$ cat config.mk
export PLATFORM = sky130hd
export DESIGN_NAME = rx_fifo_rts
export DESIGN_NICKNAME = d
export VERILOG_FILES = /design/src/rtl/rxf_pkg.sv /design/src/rtl/rxf_store.sv /design/src/rtl/rxf_ctrl.sv /design/src/rtl/rxf_rts.sv /design/src/rtl/rx_fifo_rts.sv
export SDC_FILE = /design/constraint.sdc
export NUM_CORES = 1
export LEC_CHECK = 0
export ABC_CLOCK_PERIOD_IN_PS = 6500
export BUFFER_PORTS_ARGS = -buffer_cell sky130_fd_sc_hd__clkbuf_2
export CELL_PAD_IN_SITES_DETAIL_PLACEMENT = 2
export CELL_PAD_IN_SITES_GLOBAL_PLACEMENT = 2
export CORE_MARGIN = 1
export CORE_UTILIZATION = 40
export CTS_BUF_LIST = sky130_fd_sc_hd__clkbuf_16
export DETAILED_ROUTE_END_ITERATION = 8
export PLACE_DENSITY_LB_ADDON = 0.3
export SLEW_MARGIN = 20
export SYNTH_ARGS = -nofsm -noshare
export SYNTH_HDL_FRONTEND = slang
export SYNTH_SLANG_ARGS = --single-unit
export TNS_END_PERCENT = 30
$ cat constraint.sdc
create_clock -name clk_i -period 6.5 [get_ports clk_i]
set_clock_uncertainty 0.15 [all_clocks]
set_input_delay 1.95 -clock clk_i [delete_from_list [all_inputs] [get_ports clk_i]]
set_output_delay 1.95 -clock clk_i [all_outputs]
set_load 0.005 [all_outputs]
$ cat src/rtl/rxf_pkg.sv
package rxf_pkg;
  localparam int unsigned DATA_W = 8;

  typedef struct packed {
    logic              brk;
    logic              ferr;
    logic              perr;
    logic [DATA_W-1:0] data;
  } rxf_entry_t;
endpackage

$ cat src/rtl/rxf_store.sv
module rxf_store
  import rxf_pkg::*;
#(
  parameter int unsigned DEPTH = 64,
  localparam int unsigned AW = $clog2(DEPTH)
) (
  input  logic          clk_i,
  input  logic          we_i,
  input  logic [AW-1:0] waddr_i,
  input  rxf_entry_t    wdata_i,
  input  logic [AW-1:0] raddr_i,
  output rxf_entry_t    rdata_o
);
  rxf_entry_t mem_q [DEPTH];

  always_ff @(posedge clk_i) begin
    if (we_i) mem_q[waddr_i] <= wdata_i;
  end

  assign rdata_o = mem_q[raddr_i];
endmodule

$ cat src/rtl/rxf_ctrl.sv
module rxf_ctrl #(
  parameter int unsigned DEPTH = 64,
  localparam int unsigned AW = $clog2(DEPTH),
  localparam int unsigned CW = $clog2(DEPTH + 1)
) (
  input  logic          clk_i,
  input  logic          rst_ni,
  input  logic          flush_i,
  input  logic          wr_valid_i,
  input  logic          rd_i,
  input  logic [CW-1:0] halt_lvl_i,
  output logic          push_o,
  output logic [AW-1:0] wptr_o,
  output logic [AW-1:0] rptr_o,
  output logic [CW-1:0] cnt_o,
  output logic [CW-1:0] cnt_d_o,
  output logic          overrun_o,
  output logic          rxrdy_no
);
  localparam logic [CW-1:0] FULL = CW'(DEPTH);
  localparam logic [AW-1:0] LAST = AW'(DEPTH - 1);

  logic [AW-1:0] wptr_q, rptr_q;
  logic [CW-1:0] cnt_q, cnt_d;
  logic          ovr_q, rxrdy_nq, push, pop;

  assign push = wr_valid_i && (cnt_q != FULL) && !flush_i;
  assign pop  = rd_i && (cnt_q != '0) && !flush_i;

  always_comb begin
    cnt_d = cnt_q;
    if (flush_i) cnt_d = '0;
    else if (push && !pop) cnt_d = cnt_q + 1'b1;
    else if (pop && !push) cnt_d = cnt_q - 1'b1;
  end

  always_ff @(posedge clk_i or negedge rst_ni) begin
    if (!rst_ni) begin
      wptr_q   <= '0;
      rptr_q   <= '0;
      cnt_q    <= '0;
      ovr_q    <= 1'b0;
      rxrdy_nq <= 1'b1;
    end else begin
      cnt_q <= cnt_d;
      if (flush_i) begin
        wptr_q <= '0;
        rptr_q <= '0;
        ovr_q  <= 1'b0;
      end else begin
        if (push) wptr_q <= (wptr_q == LAST) ? '0 : wptr_q + 1'b1;
        if (pop)  rptr_q <= (rptr_q == LAST) ? '0 : rptr_q + 1'b1;
        if (wr_valid_i && cnt_q == FULL) ovr_q <= 1'b1;
      end
      // sticky until drained
      if (cnt_d == '0) rxrdy_nq <= 1'b1;
      else if (cnt_d >= halt_lvl_i) rxrdy_nq <= 1'b0;
    end
  end

  assign push_o    = push;
  assign wptr_o    = wptr_q;
  assign rptr_o    = rptr_q;
  assign cnt_o     = cnt_q;
  assign cnt_d_o   = cnt_d;
  assign overrun_o = ovr_q;
  assign rxrdy_no  = rxrdy_nq;
endmodule

$ cat src/rtl/rxf_rts.sv
module rxf_rts #(
  parameter int unsigned CW = 7
) (
  input  logic          clk_i,
  input  logic          rst_ni,
  input  logic          baud_tick_i,
  input  logic          auto_en_i,
  input  logic          manual_i,
  input  logic [CW-1:0] cnt_d_i,
  input  logic [CW-1:0] halt_lvl_i,
  input  logic [CW-1:0] resume_lvl_i,
  output logic          rts_no
);
  logic halt_q, stage_q, rts_q;

  always_ff @(posedge clk_i or negedge rst_ni) begin
    if (!rst_ni) begin
      halt_q  <= 1'b0;
      stage_q <= 1'b1;
      rts_q   <= 1'b1;
    end else begin
      if (cnt_d_i >= halt_lvl_i) halt_q <= 1'b1;
      else if (cnt_d_i <= resume_lvl_i) halt_q <= 1'b0;
      // two-tick pipeline from level state to pin
      if (baud_tick_i) stage_q <= halt_q;
      if (!auto_en_i) rts_q <= !manual_i;
      else if (baud_tick_i) rts_q <= stage_q;
    end
  end

  assign rts_no = rts_q;
endmodule

$ cat src/rtl/rx_fifo_rts.sv
module rx_fifo_rts
  import rxf_pkg::*;
#(
  parameter int unsigned DEPTH = 64,
  localparam int unsigned AW = $clog2(DEPTH),
  localparam int unsigned CW = $clog2(DEPTH + 1)
) (
  input  logic              clk_i,
  input  logic              rst_ni,
  input  logic              baud_tick_i,
  input  logic              flush_i,
  input  logic              wr_valid_i,
  input  logic [DATA_W-1:0] wr_data_i,
  input  logic              wr_perr_i,
  input  logic              wr_ferr_i,
  input  logic              wr_brk_i,
  input  logic              rd_i,
  input  logic              rts_manual_i,
  input  logic              auto_rts_en_i,
  input  logic [CW-1:0]     halt_lvl_i,
  input  logic [CW-1:0]     resume_lvl_i,
  output logic [DATA_W-1:0] rd_data_o,
  output logic              rd_perr_o,
  output logic              rd_ferr_o,
  output logic              rd_brk_o,
  output logic [CW-1:0]     count_o,
  output logic              data_ready_o,
  output logic              rxrdy_no,
  output logic              overrun_o,
  output logic              rts_no
);
  logic          push;
  logic [AW-1:0] wptr, rptr;
  logic [CW-1:0] cnt, cnt_d;
  rxf_entry_t    wentry, rentry;

  assign wentry = '{brk: wr_brk_i, ferr: wr_ferr_i, perr: wr_perr_i, data: wr_data_i};

  rxf_ctrl #(.DEPTH(DEPTH)) u_ctrl (
    .clk_i      (clk_i),
    .rst_ni     (rst_ni),
    .flush_i    (flush_i),
    .wr_valid_i (wr_valid_i),
    .rd_i       (rd_i),
    .halt_lvl_i (halt_lvl_i),
    .push_o     (push),
    .wptr_o     (wptr),
    .rptr_o     (rptr),
    .cnt_o      (cnt),
    .cnt_d_o    (cnt_d),
    .overrun_o  (overrun_o),
    .rxrdy_no   (rxrdy_no)
  );

  rxf_store #(.DEPTH(DEPTH)) u_store (
    .clk_i   (clk_i),
    .we_i    (push),
    .waddr_i (wptr),
    .wdata_i (wentry),
    .raddr_i (rptr),
    .rdata_o (rentry)
  );

  rxf_rts #(.CW(CW)) u_rts (
    .clk_i        (clk_i),
    .rst_ni       (rst_ni),
    .baud_tick_i  (baud_tick_i),
    .auto_en_i    (auto_rts_en_i),
    .manual_i     (rts_manual_i),
    .cnt_d_i      (cnt_d),
    .halt_lvl_i   (halt_lvl_i),
    .resume_lvl_i (resume_lvl_i),
    .rts_no       (rts_no)
  );

  assign rd_data_o    = rentry.data;
  assign rd_perr_o    = rentry.perr;
  assign rd_ferr_o    = rentry.ferr;
  assign rd_brk_o     = rentry.brk;
  assign count_o      = cnt;
  assign data_ready_o = (cnt != '0);
endmodule

==> out/qor.yml <==
syn_area_um2: 28700
synth_xor_xnor_area_share: 0.00275
synth_cells: 1273
setup_viol: 0
path_cells: "buf_12 > mux4_2 > mux4_2 > mux4_2 > clkbuf_2"
cp_slowest_cell: "dfrtp_4"
initial_core_util: 0.406
regToRegEndpoint: "u_rts.halt_q$_DFFE_PN0P_"
grt.total_usage: 0.228
layout_commonest_cell: "edfxtp_1"
dieArea_um2: 72700
chipHeight_um: 270
place_congestion: 0.775
min_to: "u_ctrl.overrun_o$_DFFE_PN0P_"
r2r_slack_ns: 2.34
cts.htree.levels: 3
comb_power_share: 0.161
firstDrtPassIters: 5
synth_edf_count: 704
synth_top_family_by_area: "multiplexers"
tightest_slew_ns: 1.11
cpLargestDelayFamily: "multiplexers"
cts_inserted_buffers: 79
ys_seq_area_frac: 0.759
wirelength_um: 81500
power_density_nw_per_um2: 346
grtUsageMet1: 0.308
arrival_ns: 3.81
rsz0062_at_grt: "no"
fin_nets: 1481
synthAdderAreaFrac: 0.00829
fmax_mhz: 169
cp.required_ns: 4.40
core_area_um2: 70500
syn_nets: 1325
hold_buffers: 0
area_growth_pct: 15.1
final_cell_mix: "704 x edfxtp_1, 231 x mux4_2, 81 x clkbuf_16, 81 x buf_4, 79 x nor2_1"
synth_ff_type: "edfxtp_1"
p_leak_nw: 10.4
muxShareOfSynthArea: 0.183
avgViaCountPerCell: 5.84
worstReg2RegStart: "u_ctrl.cnt_o[4]$_DFF_PN0_"
instances_no_fill: 2428
hold_viol: 0
yosysTopAreaCell: "edfxtp_1"
worstHoldStart: "u_ctrl.overrun_o$_DFFE_PN0P_"
met3_usage: 0.0350
run_status: "complete, no violations"
crit_path_frequent_cell: "mux4_2"
ys_types: 51
drive_gt1_frac: 0.337
clkPwrFrac: 0.374
crit_buf_inv: 2
slowest_delay_ns: 0.87
fp.dieW_um: 270
grt_pass1_vias: 15461
synth_top_cell_area_share: 0.738
ir_worst_vdd_mv: 0.212
min_path_type: "register to register"
power_frac_seq: 0.464
dr_total_vias: 14191
min_period_over_period: 0.909
min_path_cells: 2
io_pins: 55
worstSetupPathType: "register to output port"
clkTransAtPathRegs_ns: 0.06
p_sw_mw: 2.90
grt_pass1_wl_um: 117000
detailed_place_hpwl_um: 50500
crit_path_end_kind: "output port"
cts_max_path_buffers: 3
yosys_warnings: 0
grt_max_degree: 83
clock-sinks: 728
slew_headroom: 0.260
gr-usage-met2: 0.385
synth_seq_cells: 728
internal_power_mw: 8.51
grt-busiest-layer: "met2"
r2r_cells: 14
synth.avg_cell_area_um2: 22.5
globalRouteOverflowTotal: 0
totalNegativeSetupSlack_ns: 0
cts_root_buf: "clkbuf_16"
cts_setup_buffers: 0
dp_cells: 2288
yosys.area_share.simple: 0.0248
drtIter0Drc: 1527
synth.area.top_cells: "edfxtp_1 74%, mux4_2 18%, dfrtp_1 1.8%, nor2_1 1.1%, ha_1 0.83%"
route.detailed.drc: 0
clk_latency_ns: 0.62
cts_tree: "done"
cts_resized: 0
fin_crit_ns: 5.91
ant_nets: 0
synth_compound_area_frac: 0.0100
slew_violations: 0
power.total_mw: 11.4
fillCellCount: 6204
crit_path_max_fanout: 53
wl_per_cell_um: 33.6
io_buffer_count: 54
async_reset_ff_frac: 0.0330
std_cell_rows: 97
antenna_found_initial: 5
cp-start-kind: "register"
max_cap_viol_count: 0
sw_frac_of_total: 0.254
==> worst reg2reg max path, cell delays in order (launching register included) <==
cell and delay (ns):
dfrtp_1 0.48, nor4_1 0.76, nand3_2 0.37, and3_1 0.33, a2111o_1 0.40, o21ai_0 0.09, buf_4 0.19, ha_1 0.24
nor2b_1 0.13, o21a_1 0.16, o21ai_0 0.20, nand2b_1 0.09, a21oi_1 0.14, o21ai_0 0.09, a31o_2 0.23
==> layer usage <==
| layer | share of wire | up-vias |
|---|---|---|
| met1 | 0.41 | 7886 |
| li1 | - | 5681 |
| met3 | 0.052 | 114 |
| met4 | 0.023 | 2 |
| met5 | 0.00016 | - |
| met2 | 0.51 | 508 |
==> synthesized netlist by cell type, types with 3 or more instances <==
cell      number
mux2i_1        3
o31ai_1        3
buf_1         13
xor2_1         4
nand3b_1       3
mux4_2       231
nor2b_1        7
nand4_1        5
dfrtp_1       21
clkbuf_1      33
nor2_1        85
edfxtp_1     704
xnor2_1        5
and3_1         3
o21ai_0       11
a21oi_1       10
or3_1          5
ha_1          19
inv_1         17
dfstp_2        3
buf_2         16
nand3_1       10
nand2_1       25
nor3_1         3
==> metrics by stage <==
stage / area (um2) / util / setup slack [ns] / hold WS, ns
2_1_floorplan: 28700 / - / 1.91 / 0.327
3_3_place_gp: 30500 / 0.433 / 1.22 / 0.344
3_5_place_dp: 30600 / 0.433 / 1.19 / 0.355
4_1_cts: 33000 / 0.468 / 0.529 / 0.369
5_1_grt: 33000 / 0.468 / 0.439 / 0.409
6_report: 33000 / 0.468 / 0.592 / 0.361
==> sequential cells by signal, summed over array words and instances (netlist names) <==
register          count
u_rts.halt_q          1
u_ctrl.rxrdy_no       1
u_rts.stage_q         1
u_ctrl.cnt_o          7
u_ctrl.rptr_o         6
u_store.mem_q       704
u_rts.rts_no          1
u_ctrl.wptr_o         6
u_ctrl.overrun_o      1
==> power by group through the flow <==
stage	clock network (mW)	logic [mW]	registers, mW
6_report	4.27	1.84	5.30
4_1_cts	4.34	1.87	5.30
3_5_place_dp	0	1.87	5.40
5_1_grt	4.48	1.97	5.31
3_3_place_gp	0	1.80	5.40
2_1_floorplan	0	1.23	5.32
==> kinds of logic after synthesis <==
| kind of cell | Yosys count |
|---|---|
| flip-flops | 728 |
| multiplexers | 236 |
| AND/OR/NAND/NOR | 157 |
| buffers and inverters | 82 |
| AO/OA/AOI/OAI | 42 |
| adder cells (fa/ha/maj) | 19 |
| XOR/XNOR | 9 |
==> area by class of cell <==
type                            instances  area [um2]  share of cell area
Sequential cell                       728       21800               0.660
Multi-Input combinational cell        463        6590               0.200
Clock buffer                           81        2030              0.0614
Tap cell                              940        1180              0.0357
Timing Repair Buffer                  140         978              0.0297
Clock inverter                         58         394              0.0119
Inverter                               17        63.8             0.00193
Antenna cell                            1        2.50           0.0000759
==> worst max-delay path by stage <==
stage                                 start           end  slack [ns]  cells past startpoint
2_1_floorplan  u_ctrl.rptr_o[0]$_DFFE_PN0P_      rd_brk_o        1.91                      5
3_3_place_gp   u_ctrl.rptr_o[0]$_DFFE_PN0P_  rd_data_o[7]        1.22                      5
3_5_place_dp   u_ctrl.rptr_o[0]$_DFFE_PN0P_  rd_data_o[7]        1.19                      5
4_1_cts        u_ctrl.rptr_o[0]$_DFFE_PN0P_  rd_data_o[7]        0.53                      5
5_1_grt        u_ctrl.rptr_o[0]$_DFFE_PN0P_  rd_data_o[7]        0.44                      5
6_report       u_ctrl.rptr_o[0]$_DFFE_PN0P_  rd_data_o[7]        0.59                      5
Note: power is estimated with default switching activity, not from simulation.
